## config.mk

```make
export PLATFORM = sky130hd
export DESIGN_NAME = sio_cfg_unlock
export DESIGN_NICKNAME = d
export VERILOG_FILES = /design/src/rtl/sio_cfg_pkg.sv /design/src/rtl/sio_key_detect.sv /design/src/rtl/sio_cfg_regs.sv /design/src/rtl/sio_cfg_unlock.sv
export SDC_FILE = /design/constraint.sdc
export NUM_CORES = 1
export LEC_CHECK = 0
export ABC_AREA = 1
export CORE_ASPECT_RATIO = 0.75
export CORE_MARGIN = 3
export CORE_UTILIZATION = 55
export DETAILED_ROUTE_END_ITERATION = 8
export PLACE_DENSITY = 0.8
export SKIP_LAST_GASP = 1
export SLEW_MARGIN = 20
export SYNTH_ARGS = -nofsm -noshare
export SYNTH_HDL_FRONTEND = slang
export SYNTH_SLANG_ARGS = --single-unit
```

## constraint.sdc

```tcl
create_clock -name clk_i -period 5.5 [get_ports clk_i]
set_clock_uncertainty 0.05 [all_clocks]
set_input_delay 1.1 -clock clk_i [delete_from_list [all_inputs] [get_ports clk_i]]
set_output_delay 1.1 -clock clk_i [all_outputs]
set_load 0.05 [all_outputs]
```

## src/rtl/sio_cfg_pkg.sv

```systemverilog
package sio_cfg_pkg;
  localparam logic [15:0] KEY_PORT  = 16'h0279;
  localparam int          KEY_LEN   = 32;
  localparam logic [7:0]  KEY_SEED  = 8'h6A;
  localparam logic [7:0]  K1_BYTE   = 8'h86;
  localparam logic [7:0]  K2_BYTE   = 8'h80;
  localparam logic [7:0]  SEL_LO    = 8'h55;
  localparam logic [7:0]  SEL_HI    = 8'hAA;

  localparam logic [7:0]  REG_CTRL  = 8'h02;
  localparam logic [7:0]  REG_LDN   = 8'h07;
  localparam logic [7:0]  REG_CLK   = 8'h23;
  localparam logic [7:0]  REG_SUSP  = 8'h24;
  localparam logic [7:0]  REG_ACT   = 8'h30;
  localparam logic [7:0]  EXIT_CODE = 8'h02;

  typedef enum logic [1:0] {BASE_NONE, BASE_3F0, BASE_3BD, BASE_370} base_e;

  function automatic logic [7:0] key_byte(input int n);
    logic [7:0] b;
    b = KEY_SEED;
    for (int i = 0; i < n; i++) b = {b[0] ^ b[1], b[7:1]};
    return b;
  endfunction

  function automatic logic [15:0] base_addr(input base_e s);
    case (s)
      BASE_3F0: return 16'h03F0;
      BASE_3BD: return 16'h03BD;
      BASE_370: return 16'h0370;
      default:  return 16'hFFFF;
    endcase
  endfunction
endpackage

```

## src/rtl/sio_key_detect.sv

```systemverilog
module sio_key_detect
  import sio_cfg_pkg::*;
(
  input  logic        clk_i,
  input  logic        rst_ni,
  input  logic        wr_i,
  input  logic [15:0] addr_i,
  input  logic [7:0]  wdata_i,
  input  logic        exit_i,
  output logic        cfg_mode_o,
  output base_e       base_o
);
  localparam int CW = $clog2(KEY_LEN);

  typedef enum logic [2:0] {ST_IDLE, ST_K1, ST_K2, ST_K3, ST_KEY, ST_CFG} st_e;

  st_e           st_q;
  logic          sel_hi_q;
  base_e         base_q;
  logic [CW-1:0] cnt_q;
  logic [7:0]    key_tab [KEY_LEN];

  for (genvar g = 0; g < KEY_LEN; g++) begin : g_key
    assign key_tab[g] = key_byte(g);
  end

  wire  port_wr = wr_i && (addr_i == KEY_PORT);
  wire  base_wr = wr_i && (addr_i == base_addr(base_q));
  st_e  restart;
  base_e sel_base;

  assign restart = (wdata_i == K1_BYTE) ? ST_K1 : ST_IDLE;

  always_comb begin
    sel_base = BASE_NONE;
    if (!sel_hi_q && wdata_i == SEL_LO) sel_base = BASE_3F0;
    if (!sel_hi_q && wdata_i == SEL_HI) sel_base = BASE_3BD;
    if ( sel_hi_q && wdata_i == SEL_LO) sel_base = BASE_370;
  end

  always_ff @(posedge clk_i or negedge rst_ni) begin
    if (!rst_ni) begin
      st_q     <= ST_IDLE;
      sel_hi_q <= 1'b0;
      base_q   <= BASE_NONE;
      cnt_q    <= '0;
    end else begin
      case (st_q)
        ST_IDLE: if (port_wr && wdata_i == K1_BYTE) st_q <= ST_K1;
        ST_K1: if (port_wr) st_q <= (wdata_i == K2_BYTE) ? ST_K2 : restart;
        ST_K2: if (port_wr) begin
          if (wdata_i == SEL_LO || wdata_i == SEL_HI) begin
            st_q     <= ST_K3;
            sel_hi_q <= (wdata_i == SEL_HI);
          end else st_q <= restart;
        end
        ST_K3: if (port_wr) begin
          if (sel_base != BASE_NONE) begin
            st_q   <= ST_KEY;
            base_q <= sel_base;
            cnt_q  <= '0;
          end else st_q <= restart;
        end
        ST_KEY: if (base_wr) begin
          if (wdata_i != key_tab[cnt_q]) begin
            st_q   <= ST_IDLE;
            base_q <= BASE_NONE;
          end else if (cnt_q == CW'(KEY_LEN - 1)) st_q <= ST_CFG;
          else cnt_q <= cnt_q + 1'b1;
        end
        ST_CFG: if (exit_i) begin
          st_q   <= ST_IDLE;
          base_q <= BASE_NONE;
        end
        default: st_q <= ST_IDLE;
      endcase
    end
  end

  assign cfg_mode_o = (st_q == ST_CFG);
  assign base_o     = base_q;


  key_done_chk: assert property (@(posedge clk_i) disable iff (!rst_ni)
    $rose(cfg_mode_o) |-> $past(st_q == ST_KEY && cnt_q == CW'(KEY_LEN - 1)));

  exit_lock_chk: assert property (@(posedge clk_i) disable iff (!rst_ni)
    (exit_i && cfg_mode_o) |=> (!cfg_mode_o && base_o == BASE_NONE));
endmodule

```

## src/rtl/sio_cfg_regs.sv

```systemverilog
module sio_cfg_regs
  import sio_cfg_pkg::*;
#(
  parameter int NUM_DEV   = 2,
  parameter int FIRST_LDN = 1
) (
  input  logic               clk_i,
  input  logic               rst_ni,
  input  logic               cfg_i,
  input  logic               idx_wr_i,
  input  logic               dat_wr_i,
  input  logic [7:0]         wdata_i,
  output logic [7:0]         idx_o,
  output logic [7:0]         rd_data_o,
  output logic               exit_o,
  output logic [NUM_DEV-1:0] dev_en_o,
  output logic               clk_sel_o,
  output logic               susp_o
);
  logic [7:0]         idx_q, ldn_q;
  logic               clk_q, susp_q;
  logic [NUM_DEV-1:0] act_q, dev_hit;

  always_ff @(posedge clk_i or negedge rst_ni) begin
    if (!rst_ni) begin
      idx_q  <= '0;
      ldn_q  <= '0;
      clk_q  <= 1'b0;
      susp_q <= 1'b0;
    end else begin
      if (idx_wr_i) idx_q <= wdata_i;
      if (dat_wr_i) begin
        case (idx_q)
          REG_LDN:  ldn_q  <= wdata_i;
          REG_CLK:  clk_q  <= wdata_i[0];
          REG_SUSP: susp_q <= wdata_i[0];
          default: ;
        endcase
      end
    end
  end

  for (genvar g = 0; g < NUM_DEV; g++) begin : g_dev
    assign dev_hit[g] = (ldn_q == 8'(FIRST_LDN + g));
    always_ff @(posedge clk_i or negedge rst_ni) begin
      if (!rst_ni) act_q[g] <= 1'b0;
      else if (dat_wr_i && idx_q == REG_ACT && dev_hit[g]) act_q[g] <= wdata_i[0];
    end
  end

  always_comb begin
    case (idx_q)
      REG_CTRL: rd_data_o = 8'hFF;
      REG_LDN:  rd_data_o = ldn_q;
      REG_CLK:  rd_data_o = {7'b0, clk_q};
      REG_SUSP: rd_data_o = {7'b0, susp_q};
      REG_ACT:  rd_data_o = {7'b0, |(act_q & dev_hit)};
      default:  rd_data_o = 8'h00;
    endcase
  end

  assign exit_o    = dat_wr_i && idx_q == REG_CTRL && wdata_i == EXIT_CODE;
  assign idx_o     = idx_q;
  assign dev_en_o  = act_q;
  assign clk_sel_o = clk_q;
  assign susp_o    = susp_q;


  locked_hold_chk: assert property (@(posedge clk_i) disable iff (!rst_ni)
    !cfg_i |=> $stable({act_q, clk_q, susp_q, ldn_q}));

  idx_load_chk: assert property (@(posedge clk_i) disable iff (!rst_ni)
    idx_wr_i |=> idx_q == $past(wdata_i));
endmodule

```

## src/rtl/sio_cfg_unlock.sv

```systemverilog
module sio_cfg_unlock
  import sio_cfg_pkg::*;
#(
  parameter int NUM_DEV   = 2,
  parameter int FIRST_LDN = 1
) (
  input  logic               clk_i,
  input  logic               rst_ni,
  input  logic               wr_i,
  input  logic               rd_i,
  input  logic [15:0]        addr_i,
  input  logic [7:0]         wdata_i,
  output logic [7:0]         rdata_o,
  output logic               cfg_mode_o,
  output logic [1:0]         base_sel_o,
  output logic [NUM_DEV-1:0] dev_en_o,
  output logic               clk_sel_o,
  output logic               susp_o
);
  logic       cfg, exit_w;
  base_e      base;
  logic [7:0] idx, reg_rd;
  logic [15:0] idx_addr;

  assign idx_addr = base_addr(base);
  wire idx_hit = cfg && addr_i == idx_addr;
  wire dat_hit = cfg && addr_i == idx_addr + 16'd1;

  sio_key_detect u_det (
    .clk_i, .rst_ni, .wr_i, .addr_i, .wdata_i,
    .exit_i(exit_w), .cfg_mode_o(cfg), .base_o(base)
  );

  sio_cfg_regs #(.NUM_DEV(NUM_DEV), .FIRST_LDN(FIRST_LDN)) u_regs (
    .clk_i, .rst_ni, .cfg_i(cfg),
    .idx_wr_i(wr_i && idx_hit), .dat_wr_i(wr_i && dat_hit), .wdata_i,
    .idx_o(idx), .rd_data_o(reg_rd), .exit_o(exit_w),
    .dev_en_o, .clk_sel_o, .susp_o
  );

  always_comb begin
    rdata_o = 8'hFF;
    if (rd_i && idx_hit) rdata_o = idx;
    if (rd_i && dat_hit) rdata_o = reg_rd;
  end

  assign cfg_mode_o = cfg;
  assign base_sel_o = base;


  locked_read_chk: assert property (@(posedge clk_i) disable iff (!rst_ni)
    !cfg_mode_o |-> rdata_o == 8'hFF);
endmodule

```

==> flow_metrics.env <==
export IMPL_intPower_mw=0.3507
export IMPL_cp_top_family="buffers and inverters"
export IMPL_p_sw_frac=0.2424
export IMPL_seq_area_frac_synth=0.2442
export IMPL_final_antenna_net_count=0
export IMPL_holdBufCountCts=0
export IMPL_min_period_ns=4.633
export IMPL_synth_xor_area_share=0.01378
export IMPL_grt_max_degree=32
export IMPL_hp_class="register to register"
export IMPL_setup_tns_ns=0
export IMPL_cts_tree="built"
export IMPL_numCtsBuffers=5
export IMPL_dieArea_um2=6733
export IMPL_wirelength_mm=8.251
export IMPL_drt_iter0_drc=265
export IMPL_seqPwrFrac=0.492
export IMPL_core_um2=5468
export IMPL_path_common_cell="clkdlybuf4s50_1"
export IMPL_cpMaxStageDelayCell="clkdlybuf4s50_1"
export IMPL_crit_buf_inv=3
export IMPL_antenna_found_initial=0
export IMPL_power_density_nw_per_um2=125.1
export IMPL_synth_top_family_by_area="simple AND/OR/NAND/NOR gates"
export IMPL_synthAdderAreaFrac=0.05908
export IMPL_tightest_slew_ns=0.7565
export IMPL_layout_commonest_cell="nand2_1"
export IMPL_via_per_inst=5.468
export IMPL_holdPathStages=2
export IMPL_criticalPathCategory="input port to output port"
export IMPL_setup_ws_ns=0.8669
export IMPL_syn_avg_cell_area_um2=6.316
export IMPL_num_antenna_cells=0
export IMPL_ir_worst_vdd_mv=0.1132
export IMPL_drc=0
export IMPL_endpoint_kind="output port"
export IMPL_syn2layout_area_growth_pct=16.46
export IMPL_die_w_um=93.76
export IMPL_clockRootBuffer="clkbuf_8"
export IMPL_final_cell_mix="nand2_1, nand3_1, inv_1"
export IMPL_synth_cell_type_count=39
export IMPL_detailed_place_hpwl_mm=6.463
export IMPL_synth_compound_area_frac=0.07720
export IMPL_clk_path_buf_depth=2
export IMPL_p_leak_nw=1.784
export IMPL_post_drt_wl_per_cell_um=13.33
export IMPL_grt_pass1_vias=3095
export IMPL_slowest_delay_ns=0.82
export IMPL_power_switching_mw=0.1122
export IMPL_clk_pin_slew_ns=0.07
export IMPL_postCtsSetupBuffers=0
export IMPL_grt_total_usage=0.2566
export IMPL_netlist_area_um2=3177
export IMPL_synth_area_leaders="dfrtp_1, nand2_1, nand3_1"
export IMPL_cp_depth=10
export IMPL_drive_gt1_frac=0.1029
export IMPL_outcome="completed"
export IMPL_cts_repair_resized=0
export IMPL_crit_fanout=10
export IMPL_place_congestion=0.9717
export IMPL_p_clk_frac=0.394
export IMPL_io_pin_count=43
export IMPL_relSlewSlack=0.4957
export IMPL_vias=3385
export IMPL_timing_final_max_slew_violations=0
export IMPL_synth_area_leader_cell="dfrtp_1"
export IMPL_rsz0062_at_grt="false"
export IMPL_grt_ovfl_total=0
export IMPL_synth_top_area_frac=0.2442
export IMPL_clk_latency_ns=0.28
export IMPL_yosys_area_share_simple=0.4978
export IMPL_max_freq_mhz=215.8
export IMPL_fillers=500
export IMPL_port_buffer_count=42
export IMPL_rows=23
export IMPL_critical_path_arrival_ns=3.48
export IMPL_ys_ff_latch=31
export IMPL_htree_num_levels=2
export IMPL_yosys_warnings=0
export IMPL_initial_core_util=0.5810
export IMPL_setup_viol=0
export IMPL_place_ws_ns=0.8952
export IMPL_cp_cell_sequence="clkdlybuf4s50_1, nand4_1, o21ai_0, inv_1, nor2_1, nand2_1, nor2_4, nor3_1, a31oi_1, clkdlybuf4s50_1"
export IMPL_synth_nets=546
export IMPL_first_pass_iters=5
export IMPL_grt_pass1_wl_mm=14.08
export IMPL_rr_worst_depth=16
export IMPL_synth_mux_area_frac=0.003151
export IMPL_combPwrFrac=0.114
export IMPL_die_y_um=71.82
export IMPL_fin_crit_sh=0.8424
export IMPL_netlist_instances=503
export IMPL_crit_path_start_kind="input port"
export IMPL_nets=587
export IMPL_cts_sinks=31
export IMPL_required_ns=4.35
export IMPL_maxCapViolCount=0
export IMPL_final_hold_viol_count=0
## power by group through the flow
stage / Clock [mW] / Combinational, mW / Sequential [mW]
3_3_place_gp: 0 / 0.0514 / 0.232
2_1_floorplan: 0 / 0.0182 / 0.232
3_5_place_dp: 0 / 0.0524 / 0.232
4_1_cts: 0.188 / 0.0527 / 0.228
6_report: 0.182 / 0.0528 / 0.228
5_1_grt: 0.197 / 0.0577 / 0.228
## state kept, by name, summed over array words and instances, names as in the netlist
signal	count
u_regs.idx_o	8
u_det.st_q	3
u_regs.ldn_q	8
u_det.sel_hi_q	1
u_det.cnt_q	5
u_regs.clk_sel_o	1
u_det.base_o	2
u_regs.dev_en_o	2
u_regs.susp_o	1
## path summary, 6_finish.rpt
kind / from / endpoint / slack [ns]
worst max-delay path: addr_i[9] / rdata_o[0] / 0.87
worst min-delay path: u_regs.idx_o[7]$_DFFE_PN0P_ / u_regs.idx_o[7]$_DFFE_PN0P_ / 0.46
worst max register to register: u_det.cnt_q[1]$_DFFE_PN0P_ / u_det.cnt_q[3]$_DFFE_PN0P_ / 2.79
worst min register to register: u_regs.idx_o[7]$_DFFE_PN0P_ / u_regs.idx_o[7]$_DFFE_PN0P_ / 0.46
max in group asynchronous: rst_ni / u_regs.ldn_q[4]$_DFFE_PN0P_ / 3.94
min in group asynchronous: rst_ni / u_det.cnt_q[3]$_DFFE_PN0P_ / 1.16
## synthesized netlist by cell type (all sizes together)
master  count
nand2     187
nand3      67
inv        63
nor2       41
o21ai      36
dfrtp      31
nand4      17
ha         15
nor3       10
buf         8
a21oi       5
nor4        5
o22ai       3
xor2        3
nand3b      2
or2         2
xnor2       2
a211oi      1
a31oi       1
and2        1
clkbuf      1
mux2i       1
o21a        1
## cell type report
class / instances / area, µm² / area share
clock inverters: 1 / 5.005 / 0.001353
multi-input cells: 400 / 2068 / 0.5590
clock buffers: 6 / 82.58 / 0.02232
well taps: 75 / 93.84 / 0.02536
flip-flops and latches: 31 / 775.7 / 0.2097
inverters: 63 / 246.5 / 0.06662
repair buffers: 43 / 427.9 / 0.1157
## through the flow
stage               std cells  instance area (µm²)  hold slack, ns  total power [mW]  utilization
floorplan                 503                 3177          0.4199            0.2505            -
global placement          612                 3612          0.4495            0.2837       0.6606
detailed placement        612                 3612          0.4480            0.2846       0.6606
CTS                       619                 3700          0.4640            0.4686       0.6767
global route              619                 3700          0.4982            0.4824       0.6767
finish                    619                 3700          0.4607            0.4629       0.6767
## worst register-to-register path, delay by kind of cell, from the launching register on
family	cells	cell delay, ns
and+or+nand+nor	13	1.24
DFF	1	0.59
adders and majority gates	1	0.39
buffers and inverters	2	0.35
## cells by family (layout without fill, tap and decap cells)
logic type / Yosys count / count (layout)
AOI/OAI and AO/OA: 47 / 47
xor gates and xnor gates: 5 / 5
adders and majority gates: 15 / 15
buffers and inverters: 72 / 113
DFF: 31 / 31
muxes: 1 / 1
and+or+nand+nor: 332 / 332
## per-layer routing
layer,GRT usage,part of all wire,vias up
li1,-,-,1721
met1,0.3748,0.48,1537
met2,0.4028,0.44,120
met3,0.04827,0.071,7
met4,0.04167,0.0051,0
met5,0,0,-
(Power assumes the default switching activity.)
